**config.mk**
```make
export PLATFORM = sky130hd
export DESIGN_NAME = mbx_seq_engine
export DESIGN_NICKNAME = d
export VERILOG_FILES = /design/src/rtl/mbx_seq_pkg.sv /design/src/rtl/mbx_cmd_unit.sv /design/src/rtl/mbx_seq_ctrl.sv /design/src/rtl/mbx_seq_engine.sv
export SDC_FILE = /design/constraint.sdc
export NUM_CORES = 1
export LEC_CHECK = 0
export ABC_CLOCK_PERIOD_IN_PS = 4580
export BUFFER_PORTS_ARGS = -buffer_cell sky130_fd_sc_hd__buf_2
export CELL_PAD_IN_SITES_DETAIL_PLACEMENT = 0
export CELL_PAD_IN_SITES_GLOBAL_PLACEMENT = 2
export CORE_MARGIN = 3
export CORE_UTILIZATION = 32
export DETAILED_ROUTE_END_ITERATION = 10
export PLACE_DENSITY = 0.9
export SYNTH_ARGS = -nofsm -noshare
export SYNTH_HDL_FRONTEND = slang
export SYNTH_SLANG_ARGS = --single-unit
```
**constraint.sdc**
```tcl
create_clock -name clk -period 4.58 [get_ports clk]
set_input_delay 0.458 -clock clk [delete_from_list [all_inputs] [get_ports clk]]
set_output_delay 0.458 -clock clk [all_outputs]
set_load 0.02 [all_outputs]
```
**src/rtl/mbx_seq_pkg.sv**
```systemverilog
package mbx_seq_pkg;

    localparam int MBX_DW  = 32;
    localparam int RUN_BIT = 31;
    localparam logic [15:0] RESP_OK = 16'h0040;

    typedef enum logic [7:0] {
        OP_NONE    = 8'h00,
        OP_OPEN    = 8'h02,
        OP_CLOSE   = 8'h03,
        OP_RD_XFER = 8'h07,
        OP_WR_XFER = 8'h08,
        OP_CSR_RD  = 8'h13,
        OP_CSR_WR  = 8'h14,
        OP_MMIO_RD = 8'h15,
        OP_MMIO_WR = 8'h16
    } mbx_op_e;

    typedef enum logic [1:0] {
        K_CSR_RD  = 2'd0,
        K_CSR_WR  = 2'd1,
        K_MMIO_RD = 2'd2,
        K_MMIO_WR = 2'd3
    } acc_kind_e;

    typedef enum logic [2:0] {
        ST_IDLE, ST_OPEN, ST_ADDR, ST_XFER, ST_SAMPLE, ST_CLOSE
    } seq_step_e;

    typedef enum logic [2:0] {
        CM_IDLE, CM_LOAD, CM_KICK, CM_POLL, CM_WAIT
    } cmd_state_e;

    typedef struct packed {
        mbx_op_e           op;
        logic [MBX_DW-1:0] payload;
    } mbx_cmd_t;

    function automatic logic [MBX_DW-1:0] seq_num(acc_kind_e k);
        return MBX_DW'(k) + MBX_DW'(1);
    endfunction

    function automatic mbx_op_e addr_op(acc_kind_e k);
        case (k)
            K_CSR_RD:  return OP_CSR_RD;
            K_CSR_WR:  return OP_CSR_WR;
            K_MMIO_RD: return OP_MMIO_RD;
            default:   return OP_MMIO_WR;
        endcase
    endfunction

    function automatic logic is_write(acc_kind_e k);
        return k[0];
    endfunction

    function automatic mbx_op_e xfer_op(acc_kind_e k);
        return is_write(k) ? OP_WR_XFER : OP_RD_XFER;
    endfunction

endpackage

```
**src/rtl/mbx_cmd_unit.sv**
```systemverilog
module mbx_cmd_unit
    import mbx_seq_pkg::*;
#(
    parameter int              ADDR_W    = 16,
    parameter logic [ADDR_W-1:0] IF_OFS  = 16'h6C00,
    parameter logic [ADDR_W-1:0] DATA_OFS = 16'h6C04,
    parameter int              POLL_CYC  = 500,
    parameter int              MAX_POLLS = 100,
    parameter int              MAX_TRIES = 10
) (
    input  logic              clk,
    input  logic              rst,
    input  logic              start,
    input  mbx_cmd_t          cmd_in,
    output logic              fin,
    output logic              ok,
    output logic              bus_valid,
    output logic              bus_write,
    output logic [ADDR_W-1:0] bus_addr,
    output logic [MBX_DW-1:0] bus_wdata,
    input  logic [MBX_DW-1:0] bus_rdata,
    input  logic              bus_ack
);
    localparam int PW = $clog2(MAX_POLLS + 1);
    localparam int TW = $clog2(MAX_TRIES + 1);
    localparam int WW = $clog2(POLL_CYC + 1);

    cmd_state_e      st;
    mbx_cmd_t        cmd_q;
    logic [PW-1:0]   polls;
    logic [TW-1:0]   tries;
    logic [WW-1:0]   wait_cnt;
    logic            poll_done;
    logic            still_busy;
    logic            attempt_bad;
    logic            attempt_good;

    always_comb begin
        bus_valid = (st == CM_LOAD) || (st == CM_KICK) || (st == CM_POLL);
        bus_write = (st != CM_POLL);
        bus_addr  = (st == CM_LOAD) ? DATA_OFS : IF_OFS;
        case (st)
            CM_LOAD: bus_wdata = cmd_q.payload;
            CM_KICK: bus_wdata = {1'b1, 23'd0, cmd_q.op};
            default: bus_wdata = '0;
        endcase
    end

    assign poll_done    = (st == CM_POLL) && bus_ack;
    assign still_busy   = bus_rdata[RUN_BIT];
    assign attempt_good = poll_done && !still_busy && (bus_rdata[15:0] == RESP_OK);
    assign attempt_bad  = poll_done && (still_busy ? (polls == PW'(MAX_POLLS - 1))
                                                   : (bus_rdata[15:0] != RESP_OK));

    always_ff @(posedge clk) begin
        if (rst) begin
            st       <= CM_IDLE;
            cmd_q    <= '{op: OP_NONE, payload: '0};
            polls    <= '0;
            tries    <= '0;
            wait_cnt <= '0;
            fin      <= 1'b0;
            ok       <= 1'b0;
        end else begin
            fin <= 1'b0;
            case (st)
                CM_IDLE: if (start) begin
                    cmd_q <= cmd_in;
                    tries <= '0;
                    st    <= CM_LOAD;
                end
                CM_LOAD: if (bus_ack) st <= CM_KICK;
                CM_KICK: if (bus_ack) begin
                    polls <= '0;
                    st    <= CM_POLL;
                end
                CM_POLL: if (bus_ack) begin
                    polls <= polls + 1'b1;
                    if (attempt_good) begin
                        fin <= 1'b1;
                        ok  <= 1'b1;
                        st  <= CM_IDLE;
                    end else if (attempt_bad) begin
                        if (tries == TW'(MAX_TRIES - 1)) begin
                            fin <= 1'b1;
                            ok  <= 1'b0;
                            st  <= CM_IDLE;
                        end else begin
                            tries <= tries + 1'b1;
                            st    <= CM_LOAD;
                        end
                    end else begin
                        wait_cnt <= '0;
                        st       <= CM_WAIT;
                    end
                end
                CM_WAIT: begin
                    wait_cnt <= wait_cnt + 1'b1;
                    if (wait_cnt == WW'(POLL_CYC - 1)) st <= CM_POLL;
                end
                default: st <= CM_IDLE;
            endcase
        end
    end
endmodule

```
**src/rtl/mbx_seq_ctrl.sv**
```systemverilog
module mbx_seq_ctrl
    import mbx_seq_pkg::*;
(
    input  logic              clk,
    input  logic              rst,
    input  logic              req_valid,
    output logic              req_ready,
    input  logic [MBX_DW-1:0] req_addr,
    input  logic [1:0]        req_kind,
    input  logic [MBX_DW-1:0] req_wdata,
    output logic              done,
    output logic [MBX_DW-1:0] rd_data,
    output logic              err,
    output logic              cmd_start,
    output mbx_cmd_t          cmd,
    input  logic              cmd_fin,
    input  logic              cmd_ok,
    output logic              smp_valid,
    input  logic              smp_ack,
    input  logic [MBX_DW-1:0] smp_rdata
);
    seq_step_e         step;
    logic              launched;
    acc_kind_e         kind_q;
    logic [MBX_DW-1:0] addr_q;
    logic [MBX_DW-1:0] wd_q;
    logic              cmd_step;

    assign req_ready = (step == ST_IDLE);
    assign smp_valid = (step == ST_SAMPLE);
    assign cmd_step  = (step == ST_OPEN) || (step == ST_ADDR) ||
                       (step == ST_XFER) || (step == ST_CLOSE);
    assign cmd_start = cmd_step && !launched;

    always_comb begin
        case (step)
            ST_OPEN:  cmd = '{op: OP_OPEN,        payload: seq_num(kind_q)};
            ST_ADDR:  cmd = '{op: addr_op(kind_q), payload: addr_q};
            ST_XFER:  cmd = '{op: xfer_op(kind_q), payload: is_write(kind_q) ? wd_q : '0};
            ST_CLOSE: cmd = '{op: OP_CLOSE,       payload: seq_num(kind_q)};
            default:  cmd = '{op: OP_NONE,        payload: '0};
        endcase
    end

    always_ff @(posedge clk) begin
        if (rst) begin
            step     <= ST_IDLE;
            launched <= 1'b0;
            kind_q   <= K_CSR_RD;
            addr_q   <= '0;
            wd_q     <= '0;
            done     <= 1'b0;
            rd_data  <= '0;
            err      <= 1'b0;
        end else begin
            done <= 1'b0;
            if (cmd_start) launched <= 1'b1;
            case (step)
                ST_IDLE: if (req_valid) begin
                    kind_q <= acc_kind_e'(req_kind);
                    addr_q <= req_addr;
                    wd_q   <= req_wdata;
                    err    <= 1'b0;
                    step   <= ST_OPEN;
                end
                ST_SAMPLE: if (smp_ack) begin
                    rd_data <= smp_rdata;
                    step    <= ST_CLOSE;
                end
                default: if (cmd_fin) begin
                    launched <= 1'b0;
                    if (!cmd_ok) err <= 1'b1;
                    case (step)
                        ST_OPEN: step <= ST_ADDR;
                        ST_ADDR: step <= ST_XFER;
                        ST_XFER: step <= ST_SAMPLE;
                        default: begin
                            step <= ST_IDLE;
                            done <= 1'b1;
                        end
                    endcase
                end
            endcase
        end
    end
endmodule

```
**src/rtl/mbx_seq_engine.sv**
```systemverilog
module mbx_seq_engine
    import mbx_seq_pkg::*;
#(
    parameter int                ADDR_W      = 16,
    parameter logic [ADDR_W-1:0] IF_OFS      = 16'h6C00,
    parameter logic [ADDR_W-1:0] DATA_OFS    = 16'h6C04,
    parameter int                CLK_FREQ_HZ = 50_000_000,
    parameter int                POLL_US     = 10,
    parameter int                MAX_POLLS   = 100,
    parameter int                MAX_TRIES   = 10
) (
    input  logic              clk,
    input  logic              rst,
    input  logic              req_valid,
    output logic              req_ready,
    input  logic [31:0]       req_addr,
    input  logic [1:0]        req_kind,
    input  logic [31:0]       req_wdata,
    output logic              done,
    output logic [31:0]       rd_data,
    output logic              err,
    output logic              bus_valid,
    output logic              bus_write,
    output logic [ADDR_W-1:0] bus_addr,
    output logic [31:0]       bus_wdata,
    input  logic [31:0]       bus_rdata,
    input  logic              bus_ack
);
    localparam int POLL_RAW = ((CLK_FREQ_HZ / 1000) * POLL_US) / 1000;
    localparam int POLL_CYC = (POLL_RAW < 1) ? 1 : POLL_RAW;

    logic              cmd_start, cmd_fin, cmd_ok;
    mbx_cmd_t          cmd;
    logic              smp_valid;
    logic              cu_valid, cu_write;
    logic [ADDR_W-1:0] cu_addr;
    logic [MBX_DW-1:0] cu_wdata;

    mbx_seq_ctrl u_ctrl (
        .clk       (clk),
        .rst       (rst),
        .req_valid (req_valid),
        .req_ready (req_ready),
        .req_addr  (req_addr),
        .req_kind  (req_kind),
        .req_wdata (req_wdata),
        .done      (done),
        .rd_data   (rd_data),
        .err       (err),
        .cmd_start (cmd_start),
        .cmd       (cmd),
        .cmd_fin   (cmd_fin),
        .cmd_ok    (cmd_ok),
        .smp_valid (smp_valid),
        .smp_ack   (bus_ack & smp_valid),
        .smp_rdata (bus_rdata)
    );

    mbx_cmd_unit #(
        .ADDR_W    (ADDR_W),
        .IF_OFS    (IF_OFS),
        .DATA_OFS  (DATA_OFS),
        .POLL_CYC  (POLL_CYC),
        .MAX_POLLS (MAX_POLLS),
        .MAX_TRIES (MAX_TRIES)
    ) u_cmd (
        .clk       (clk),
        .rst       (rst),
        .start     (cmd_start),
        .cmd_in    (cmd),
        .fin       (cmd_fin),
        .ok        (cmd_ok),
        .bus_valid (cu_valid),
        .bus_write (cu_write),
        .bus_addr  (cu_addr),
        .bus_wdata (cu_wdata),
        .bus_rdata (bus_rdata),
        .bus_ack   (bus_ack & cu_valid)
    );

    assign bus_valid = cu_valid | smp_valid;
    assign bus_write = cu_valid & cu_write;
    assign bus_addr  = cu_valid ? cu_addr : DATA_OFS;
    assign bus_wdata = cu_wdata;
endmodule

```
# Yosys cells after proc, flatten, opt, wreduce, memory -nomap -nowiden
# Cells that the tools add are included.
# totals
ff_bits	169
word_cells	142
out_inout_bits	85
inputBits	102
# classes
addsub	4
bitwise	8
n_eq_ne	29
n_mux	49
n_reduce_logical	36
# op_table
op	n
40-bit one-hot mux with 4 select lines	1
32-bit one-hot mux with 2 select lines	1
3-bit two-way mux	11
32-bit two-way mux	1
9-bit two-way mux	3
4-bit two-way mux	6
3-bit one-hot mux with 3 select lines	2
9-bit one-hot mux with 2 select lines	1
16-bit by 7-bit equality test with 1-bit output, second input constant	1
16-bit two-way mux	1
16-bit by 7-bit inequality test with 1-bit output, second input constant	1
1-bit two-way mux	15
3-bit one-hot mux with 5 select lines	1
7-bit two-way mux	2
7-bit one-hot mux with 2 select lines	1
3-bit by 2-bit equality test with 1-bit output, second input constant	4
2-bit by 1-bit inequality test with 1-bit output, second input constant	6
2-bit inequality test, second input constant	6
4-bit AND reduction	3
2-bit nonzero test	6
9-bit by 1-bit adder with 9-bit output, second input constant	1
3-bit equality test, second input constant	3
9-bit equality test, second input constant	1
4-bit one-hot mux with 2 select lines	1
27 further kinds	47

# Depth between registers and ports, before layout
# Gate-level depths: netlist of the first run.
# depth
word_depth	10
ltp_mapped	8
mapped_depth_nobuf	6

# Cells and area by module
# A second synthesis of the first run with hierarchy kept.
# hier_totals
hier_cells	958
area_unflattened_um2	7477.2
# by_module_without_submodules
module	area_per_inst_um2	instances	cells_each	seq_area_each_um2
mbx_seq_ctrl	4192.8	1	533	2082.0
mbx_cmd_unit	3134.3	1	404	1301.2
mbx_seq_engine	150.1	1	21	0.0

# Worst setup path before layout of the first run
# Ideal clock, no wire load.
# synth_timing
path_kind	register to output
startpoint	reg u_cmd.st[1]
endpoint	out bus_wdata[0]
required_time_ns	4.122
t_arrival_ns	1.471
stages_incl_launch_ff	6
n_path_buf	2
path_slack_ns	2.651
cell_sequence	dfxtp_1 clkbuf_1 nor2b_1 clkbuf_1 a22oi_1 nor2_1
# synth_between
elab_chain_cells	2
elab_cells_between_ends	3
cone_classes	eq/ne: 2; mux: 1
# synth_rtl
element	line_no	text
start, declared	mbx_cmd_unit.sv:28	cmd_state_e st;
start signal, assigned	mbx_cmd_unit.sv:57	st <= CM_IDLE;
start signal, assigned	mbx_cmd_unit.sv:70	st <= CM_LOAD;
start signal, assigned	mbx_cmd_unit.sv:72	CM_LOAD: if (bus_ack) st <= CM_KICK;
3-bit by 2-bit equality test with 1-bit output or 3-bit by 1-bit equality test with 1-bit output (tied branches)	mbx_cmd_unit.sv:42	case (st)
32-bit one-hot mux with 2 select lines *	mbx_cmd_unit.sv:42	
end, declared	mbx_seq_engine.sv:25	output logic [31:0] bus_wdata,
# Mark *: on every way between the ends. The rest lies on a longest branch, timed or not.

# Worst setup path in the final report of the first run
# layout_timing
startpoint	reg u_ctrl.step[1]
endpoint	reg u_cmd.cmd_q[31] in the netlist's numbering
# layout_between
elab_chain_cells	6
elab_cells_between_ends	10
cone_classes	eq/ne: 4; mux: 1; reduce/logical: 5
# layout_rtl
element	line_no	text
start, declared	mbx_seq_ctrl.sv:22	seq_step_e step;
start signal, assigned	mbx_seq_ctrl.sv:47	step <= ST_IDLE;
start signal, assigned	mbx_seq_ctrl.sv:64	step <= ST_OPEN;
start signal, assigned	mbx_seq_ctrl.sv:68	step <= ST_CLOSE;
3-bit by 1-bit equality test with 1-bit output or 3-bit by 2-bit equality test with 1-bit output (tied branches)	mbx_seq_ctrl.sv:31, mbx_seq_ctrl.sv:36	
1-bit logical OR (2 in series)	mbx_seq_ctrl.sv:31	assign cmd_step = (step == ST_OPEN) || (step == ST_ADDR) ||
1-bit logical OR	mbx_seq_ctrl.sv:32	(step == ST_XFER) || (step == ST_CLOSE);
1-bit logical AND	mbx_seq_ctrl.sv:33	assign cmd_start = cmd_step && !launched;
2-bit AND reduction (no line)	n/a	
end signal, assigned	mbx_cmd_unit.sv:58	cmd_q <= '{op: OP_NONE, payload: '0};
end signal, assigned	mbx_cmd_unit.sv:68	cmd_q <= cmd_in;
end, declared	mbx_cmd_unit.sv:29	mbx_cmd_t cmd_q;
# Several ways; a longest one is shown, not always the timed one.
# A chain may end at the register's enable or synchronous reset.

==> results of run 1 <==
[cell type report]
type                       count  area, um2
timing repair buffer         179        918
multi-input combinational    618       3210
clock inverter                13        146
fill                        2248      12700
clock buffer                  19        443
sequential                   166       3320
inverter                      19       71.3
tap                          275        344
[metrics by stage]
stage | cells | power (W) | setup WS, ps | utilization, %
after floorplan | 880 | 0.00171 | 2650 | -
after global placement | 1257 | 0.00180 | 1730 | 37.2
after detailed placement | 1257 | 0.00180 | 1640 | 37.2
after CTS | 1289 | 0.00324 | 1600 | 40.0
after global routing | 1289 | 0.00333 | 1370 | 40.0
final | 1289 | 0.00320 | 1650 | 40.0
[per-layer routing]
metal | part of all wire [%] | vias to the layer above | GRT usage, %
li1 | - | 3157 | -
met1 | 45 | 2877 | 20.9
met2 | 48 | 165 | 26.5
met3 | 6.0 | 16 | 4.16
met4 | 1.1 | 0 | 4.29
met5 | 0 | - | 0
[worst max path at each step]
stage,end,slack (ps),cells past startpoint
2_1_floorplan,bus_wdata[0],2650,5
3_3_place_gp,u_cmd.cmd_q[31]$_SDFFE_PP0P_,1730,5
3_5_place_dp,u_cmd.cmd_q[31]$_SDFFE_PP0P_,1640,5
4_1_cts,u_cmd.cmd_q[31]$_SDFFE_PP0P_,1600,5
5_1_grt,u_cmd.cmd_q[31]$_SDFFE_PP0P_,1370,5
6_report,u_cmd.cmd_q[31]$_SDFFE_PP0P_,1650,5
[synth_stat cells, types with 3 or more instances]
master,count
o211ai_1,3
buf_6,5
a31oi_1,16
nor4_1,3
inv_1,19
o21ai_0,12
buf_4,15
ha_1,8
a32oi_1,3
nor3b_1,3
nand3_1,24
nor2b_1,6
a21oi_1,110
and2_1,27
a222oi_1,13
clkbuf_1,50
and3_1,5
nand2_1,250
nor2_1,45
mux2i_1,3
nor3_1,5
xor2_1,6
xnor2_1,7
a22oi_1,7
buf_2,5
a211oi_1,3
dfxtp_1,166
nand4_1,5
[critical path: cells and delay by family, from the launching register on]
kind            cells  cell delay (ps)
flops               1              620
simple gates        3             1940
buf+inv             1               90
compound gates      1              210
[flip-flops by register name (all words and copies together) (netlist names)]
register / cells
u_cmd.cmd_q: 37
u_ctrl.addr_q: 32
u_ctrl.rd_data: 32
u_ctrl.wd_q: 32
u_cmd.wait_cnt: 9
u_cmd.polls: 7
u_cmd.tries: 4
u_cmd.st: 3
u_ctrl.step: 3
u_ctrl.kind_q: 2
u_cmd.fin: 1
u_cmd.ok: 1
u_ctrl.done: 1
u_ctrl.err: 1
u_ctrl.launched: 1
[cells in the final DEF, fill, tap and decap left out, types with 5 or more instances in the layout]
master,synthesis,final
nand2_1,250,250
buf_2,5,170
dfxtp_1,166,166
a21oi_1,110,110
nor2_1,45,44
and2_1,27,27
nand3_1,24,24
inv_1,19,19
clkbuf_16,0,17
a31oi_1,16,16
conb_1,2,15
a222oi_1,13,13
o21ai_0,12,12
buf_4,15,9
ha_1,8,8
xnor2_1,7,7
a22oi_1,7,7
xor2_1,6,6
nor2b_1,6,6
and3_1,5,5
nand4_1,5,5
nor3_1,5,5
[logic make-up (layout without fill, tap and decap cells)]
| logic type | count (synthesis) | after routing |
|---|---|---|
| multiplexers | 4 | 4 |
| flip-flops | 166 | 166 |
| AO/OA/AOI/OAI | 183 | 183 |
| AND/OR/NAND/NOR | 395 | 395 |
| buffers and inverters | 96 | 230 |
| adder cells (fa/ha/maj) | 8 | 8 |
| XOR/XNOR | 13 | 13 |
| other | 2 | 15 |
[power by group]
group          internal [W]  switching (W)  leakage (nW)
clock              0.000826       0.000609         0.290
combinational     0.0000827       0.000164          1.92
sequential          0.00148      0.0000320          1.35
total               0.00239       0.000805          3.56
==> results.txt, run 1 <==
In this run the cell area of the synthesized design comes to 6930 um2. After synthesis, flip-flops and latches occupy 47.9% of the total area. CTS built an H-tree with a depth of 4. After detailed routing, the number of vias per cell comes to 4.82. The buffer count from post-CTS setup fixing was 0; the area fraction in compound gates after synthesis was 15.9%. After clock tree synthesis, the clock-pin slew on the worst setup and hold paths is 70 ps.

From synthesis to final layout, the design area changed by 21.9%. For the count of mapped cells out of synthesis, the log shows 867. For the worst-skew pair, the clock arrives at the later sink with an insertion delay of 430 ps.

The top fanout value on the critical path was 24; the count of buffers inserted at the top-level ports was 171. Launching instance or port of the critical path: u_ctrl.step[1]$_SDFFE_PP0P_. Of the post-synthesis cell area, the part taken by muxes is 0.595%.

For the residual overflow from global routing, the log shows 0. The startpoint identified for the worst register-to-register timing path is u_ctrl.step[1]$_SDFFE_PP0P_. For the die area, the log shows 23500 um2. For the via count of the first global-routing pass, the log shows 5928. TritonCTS built the clock tree. For the area of all placed cells without fillers, the log shows 8450 um2.

For the initial antenna violation count, the log shows 0. Pin placement for this block handled 187 I/O pins. The worst endpoint required time is 4950 ps, and the CTS buffer count is 17. The count of endpoints failing hold in the final timing report is 0, and the synthesized-area fraction occupied by xor and xnor cells is 1.64%. The run gives 342 MHz as the peak clock frequency supported by timing.

The static leakage power is 3.56 nW, and the final critical path time including I/O delays and setup is 2930 ps. The leading area contributor after synthesis is dfxtp_1. For this run, the leading register cell type out of synthesis is dfxtp_1.

Counting flops and latches in the post-synthesis netlist gives 166. The worst path uses 63.9% of the clock period. Setup repair after global routing left no endpoint under its margin.

The worst pin sits at a relative slew slack of 22.6%. Max-capacitance violation count: 0. The area share of the leading cell type in the synthesized netlist came out at 47.9%.

Once the floorplan was initialized, standard cells occupied 32.8% of the core. In this run, post-CTS hold repair placed 0 buffers. The routed design has 19200 um of wire. Dividing total power by cell area gives a power density of 378 nW/um2. The critical path goes through nor2_1, or4_1, nor3_4, a222oi_1, inv_1. The tools report the total negative setup slack as 0 ps.

The routed layout has 6215 vias. The logs give 7870 um2 for the post-place instance area and 1650 ps for the reg2reg setup slack. Ranked by total cell area, the synthesized netlist is headed by dfxtp_1, nand2_1, a21oi_1. By area, the combinational part of the netlist is dominated by simple AND/OR/NAND/NOR gates. The tools report the number of slew-limit violations in the final report as 0. The count of flip-flops with a built-in enable after synthesis came out at 0.

The worst hold path cell count was 3; the starting DRC count in detailed routing was 344. For this run, the detailed router's first-pass iteration total came to 5. Entering global routing, the biggest net connects 80 pins. The launching element type of the critical path is a register. The count of nets left with antenna violations once routing finished came out at 0. In the synthesized netlist the async set-or-reset flop fraction comes to 0%. Type of the setup path with the least slack: reg -> reg.

After the last flow step, the layout net total stands at 1111. Post-CTS repair changed the size of 0 cells. The wire length of the first global-routing pass came out at 30700 um. The run finished with clean final reports. Yosys printed 0 warnings. For this design, the slowest cell found on the critical path is or4_1.

The post-synthesis cell type count is 59, and the largest incremental delay on the critical path is 1030 ps. The per-cell routed wire length came out at 14.9 um. Summing the areas of all fa, ha and maj instances in the mapped netlist gives 1.44% of the synthesized area.

For the final setup skew, the log shows 7.75 ps. The die is 153 um tall. The startpoint identified for the worst hold timing path is bus_rdata[16]. For the pin with the worst max-slew slack, the measured transition is 1160 ps. The HPWL after detailed placement is 13300 um. In the routed design, unresolved DRC markers number 0. Clock tree root driver cell: clkbuf_16. STA classifies the critical path endpoint as a register.

In this run the worst hold path is classified as in -> reg. The arrival time of the worst setup path was 3290 ps; the fraction of final layout cells with drive strength greater than 1 was 21.9%. The tools report the reg-to-reg endpoint as u_cmd.cmd_q[31]$_SDFFE_PP0P_. In this run the deepest clock path goes through 2 buffers.

The floorplan has 53 rows. The fraction of the mapped netlist area in simple logic gates was 25.8%; the count of final setup violators was 0. On the final layout, the worst hold slack is 265 ps. The antenna cell count is 0, and the mean post-synth cell area is 8.00 um2.

Final weighted congestion of routability-driven global placement: 0.779. For hold timing, the worst endpoint is u_ctrl.rd_data[16]$_SDFFE_PP0P_. The number of cells on the worst reg-to-reg path is 5.

The clock net sink count came out at 166. The region available for standard cell placement spans 21200 um2. Across the VDD grid, the largest voltage drop is 0.000203 V. Global routing consumed, over all layers together, 16.1% of the routing resources.

The die is 153 um wide.
No activity file was read; power rests on OpenSTA's default activity.
==> run 2, diff against run 1 <==
ABC_CLOCK_PERIOD_IN_PS = 2940   (was 4580)
CORE_UTILIZATION = 30   (was 32)
PLACE_DENSITY = 0.85   (was 0.9)
clock period = 2.94 ns   (was 4.58 ns; I/O delays follow)
==> run 2 against run 1 <==
Compared with the run above: clock power up 55%; sequential share of layout area fell by 0.43 points; clock skew barely moved; final cell count is 1.1% higher; cell area up 1.1%; total power up 56%; routed wire length grew 1.3%; critical path depth down 1; register-to-register slack worse by 960 ps; hold slack lost 170 ps; largest cell class unchanged; flip-flop and latch count is the same; utilization is 1.6 points lower.
==> results.txt, run 2 (synthesis gave the netlist of run 1 again) <==
The number of routed nets with antenna violations was 0; the antenna cell count was 0. For this design the static power due to leakage is 3.61 nW. The slew at the pin closest to its max-slew limit was 738 ps; the count of buffers inserted at the top-level ports was 171.

The total overflow left after global routing is 0. In the layout the commonest cells are nand2_1, buf_2, dfxtp_1, a21oi_1, nor2_1. The global routing usage summed across all routing layers is 15.5%, and the power per unit of standard cell area is 585 nW/um2.

After floorplanning, the core was divided into 54 placement rows. The vertical extent of the die is 158 um. Setup repair after global routing left no endpoint under its margin. The critical path endpoint category is a primary output. The sequential cells in the finished layout cover a total of 3320 um2.

The post-synthesis to final-layout area growth works out to 23.3%. The logs give 2650 ps for the worst endpoint required time and 31.1% for the initial standard-cell utilization of the core. The run finished with clean final reports. The total negative setup slack came out at 0 ps. Static timing analysis puts the maximum clock frequency at 399 MHz. In this run the worst setup path begins at u_cmd.st[1]$_SDFFE_PP0P_. The clock net sink count came out at 166. Clock transition at the register clock pins on the worst setup and hold paths after CTS: 70 ps. The CTS buffer count is 17, and the reg2reg setup slack is 690 ps. The logs give 25000 um2 for the die area and 0 for the max-capacitance violation count. The buffer count from post-CTS setup fixing was 0; the final weighted congestion of routability-driven global placement was 0.742.

The highest metal layer carrying signal wires in the routed design is met4. The logs give 8.16 ps for the final setup skew and 0 for the number of slew-limit violations in the final report. The layout has 2385 filler cells. In this run the worst path has a maximum fanout of 14. The tools report the endpoint of the most critical setup path as bus_wdata[0]. The number of cells upsized or downsized after cts was 0; the number of hold buffers added after CTS was 0. The tools report the via count of the first global-routing pass as 6040.

The wire length of the first global-routing pass came out at 30900 um. Count of TritonRoute iterations in the first routing pass: 7. The clock tree root driver cell was clkbuf_16. TritonCTS built the clock tree. The number of placed I/O pins is 187, and the total via count after detailed routing is 6245.

The H-tree generated during clock tree synthesis spans 4 levels. In this run the tightest slew margin relative to its limit is 50.8%. The die is 158 um wide. Measured on the finished design, the core utilization comes to 38.3%. Summing all multi-input logic gate instances after layout gives 3210 um2. For the maximum root-to-sink buffer count, the log shows 2. After legalization and detailed placement, the total HPWL measured 13400 um. The detailed router put a total of 9030 um of wire on met1. The worst register-to-register path has a depth of 6. The worst register-to-register path begins at u_ctrl.step[0]$_SDFFE_PP0P_. For this block, the initial DRC count from the detailed router was 315.

In the final routed layout, each cell accounts on average for 14.9 um. Total power consumption of the routed design: 0.00500 W. Entering global routing, the biggest net connects 67 pins.

The library cell used most frequently in the layout, excluding fill and tap cells, is nand2_1. The type of the setup path with the least slack was reg -> out. Using the TritonRoute via totals, the vias-per-cell ratio works out to 4.79. The count of endpoints failing hold in the final timing report is 0, and the ratio of final minimum period to clock period is 85.2%. The floorplan step defined a core boundary enclosing 22300 um2. After detailed routing, the number of remaining DRC violations is 0. Summed over all nets, wire length on met2 after detailed routing comes to 9220 um. At the later pin of the worst-skew pair, clock insertion delay measures 430 ps. For the count of nets after finishing, the log shows 1121.

The tools report the arrival time of the worst setup path as 2210 ps. Flip-flop count of the largest register, all copies and words added: 37. More flip-flops sit in one register than any other, and that register is u_cmd.cmd_q.

In this run the critical register-to-register path is captured at u_cmd.cmd_q[31]$_SDFFE_PP0P_. The worst hold path belongs to the class in -> reg. In the detailed route, the total length drawn on met3 is 992 um. The fraction of final layout cells with drive strength greater than 1 came out at 22.7%. For this block, the routed nets add up to 19500 um of wire. The tools report the launching element type of the critical path as a register. Count of final setup violators: 0. The routed design could run at a clock period as short as 2500 ps. For the initial antenna violation count, the log shows 0.

Across the VDD grid, the largest voltage drop is 0.000281 V.
==> run 2: worst min path at each step <==
stage               depth (start not counted)                             from                               to  slack [ps]
floorplan                                   1     u_cmd.cmd_q[35]$_SDFFE_PP0P_     u_cmd.cmd_q[35]$_SDFFE_PP0P_         430
global placement                            2  u_ctrl.rd_data[26]$_SDFFE_PP0P_  u_ctrl.rd_data[26]$_SDFFE_PP0P_         440
detailed placement                          2      u_ctrl.wd_q[0]$_SDFFE_PP0P_      u_cmd.cmd_q[0]$_SDFFE_PP0P_         440
CTS                                         3                    bus_rdata[29]  u_ctrl.rd_data[29]$_SDFFE_PP0P_          80
global route                                3                      req_addr[8]    u_ctrl.addr_q[8]$_SDFFE_PP0P_          90
finish                                      3                     req_addr[25]   u_ctrl.addr_q[25]$_SDFFE_PP0P_         100
==> run 2: cell type report <==
cell class / count / area share, %
clock inverter: 12 / 1.68
clock buffer: 19 / 5.18
timing repair buffer: 189 / 11.8
tap: 280 / 4.10
inverter: 19 / 0.834
sequential: 166 / 38.9
multi-input combinational: 618 / 37.6
==> run 2: per-stage QoR <==
stage                     hold slack, ps  instances  area (um2)  setup slack, ps
final                               98.9       1303        8550              436
after global routing                89.6       1303        8550              250
after CTS                           79.6       1303        8550              399
after detailed placement             443       1272        7960              686
after global placement               440       1272        7960              734
after floorplan                      426        880        6980             1020
==> run 2: critical path, cell delays in order (launching register included) <==
cell and delay [ps]:
dfxtp_1 620, nor2b_1 590, a22oi_1 200, nor2_1 180
buf_2 190
==> run 2: power breakdown <==
part           internal [W]  switching, W
Clock               0.00128      0.000947
Combinational      0.000141      0.000265
Sequential          0.00231     0.0000499
==> run 2: routing by layer <==
metal	track usage, %	vias up
met1	20.6	2885
li1	-	3178
met3	3.58	15
met2	25.5	167
met4	4.30	0
met5	0	-
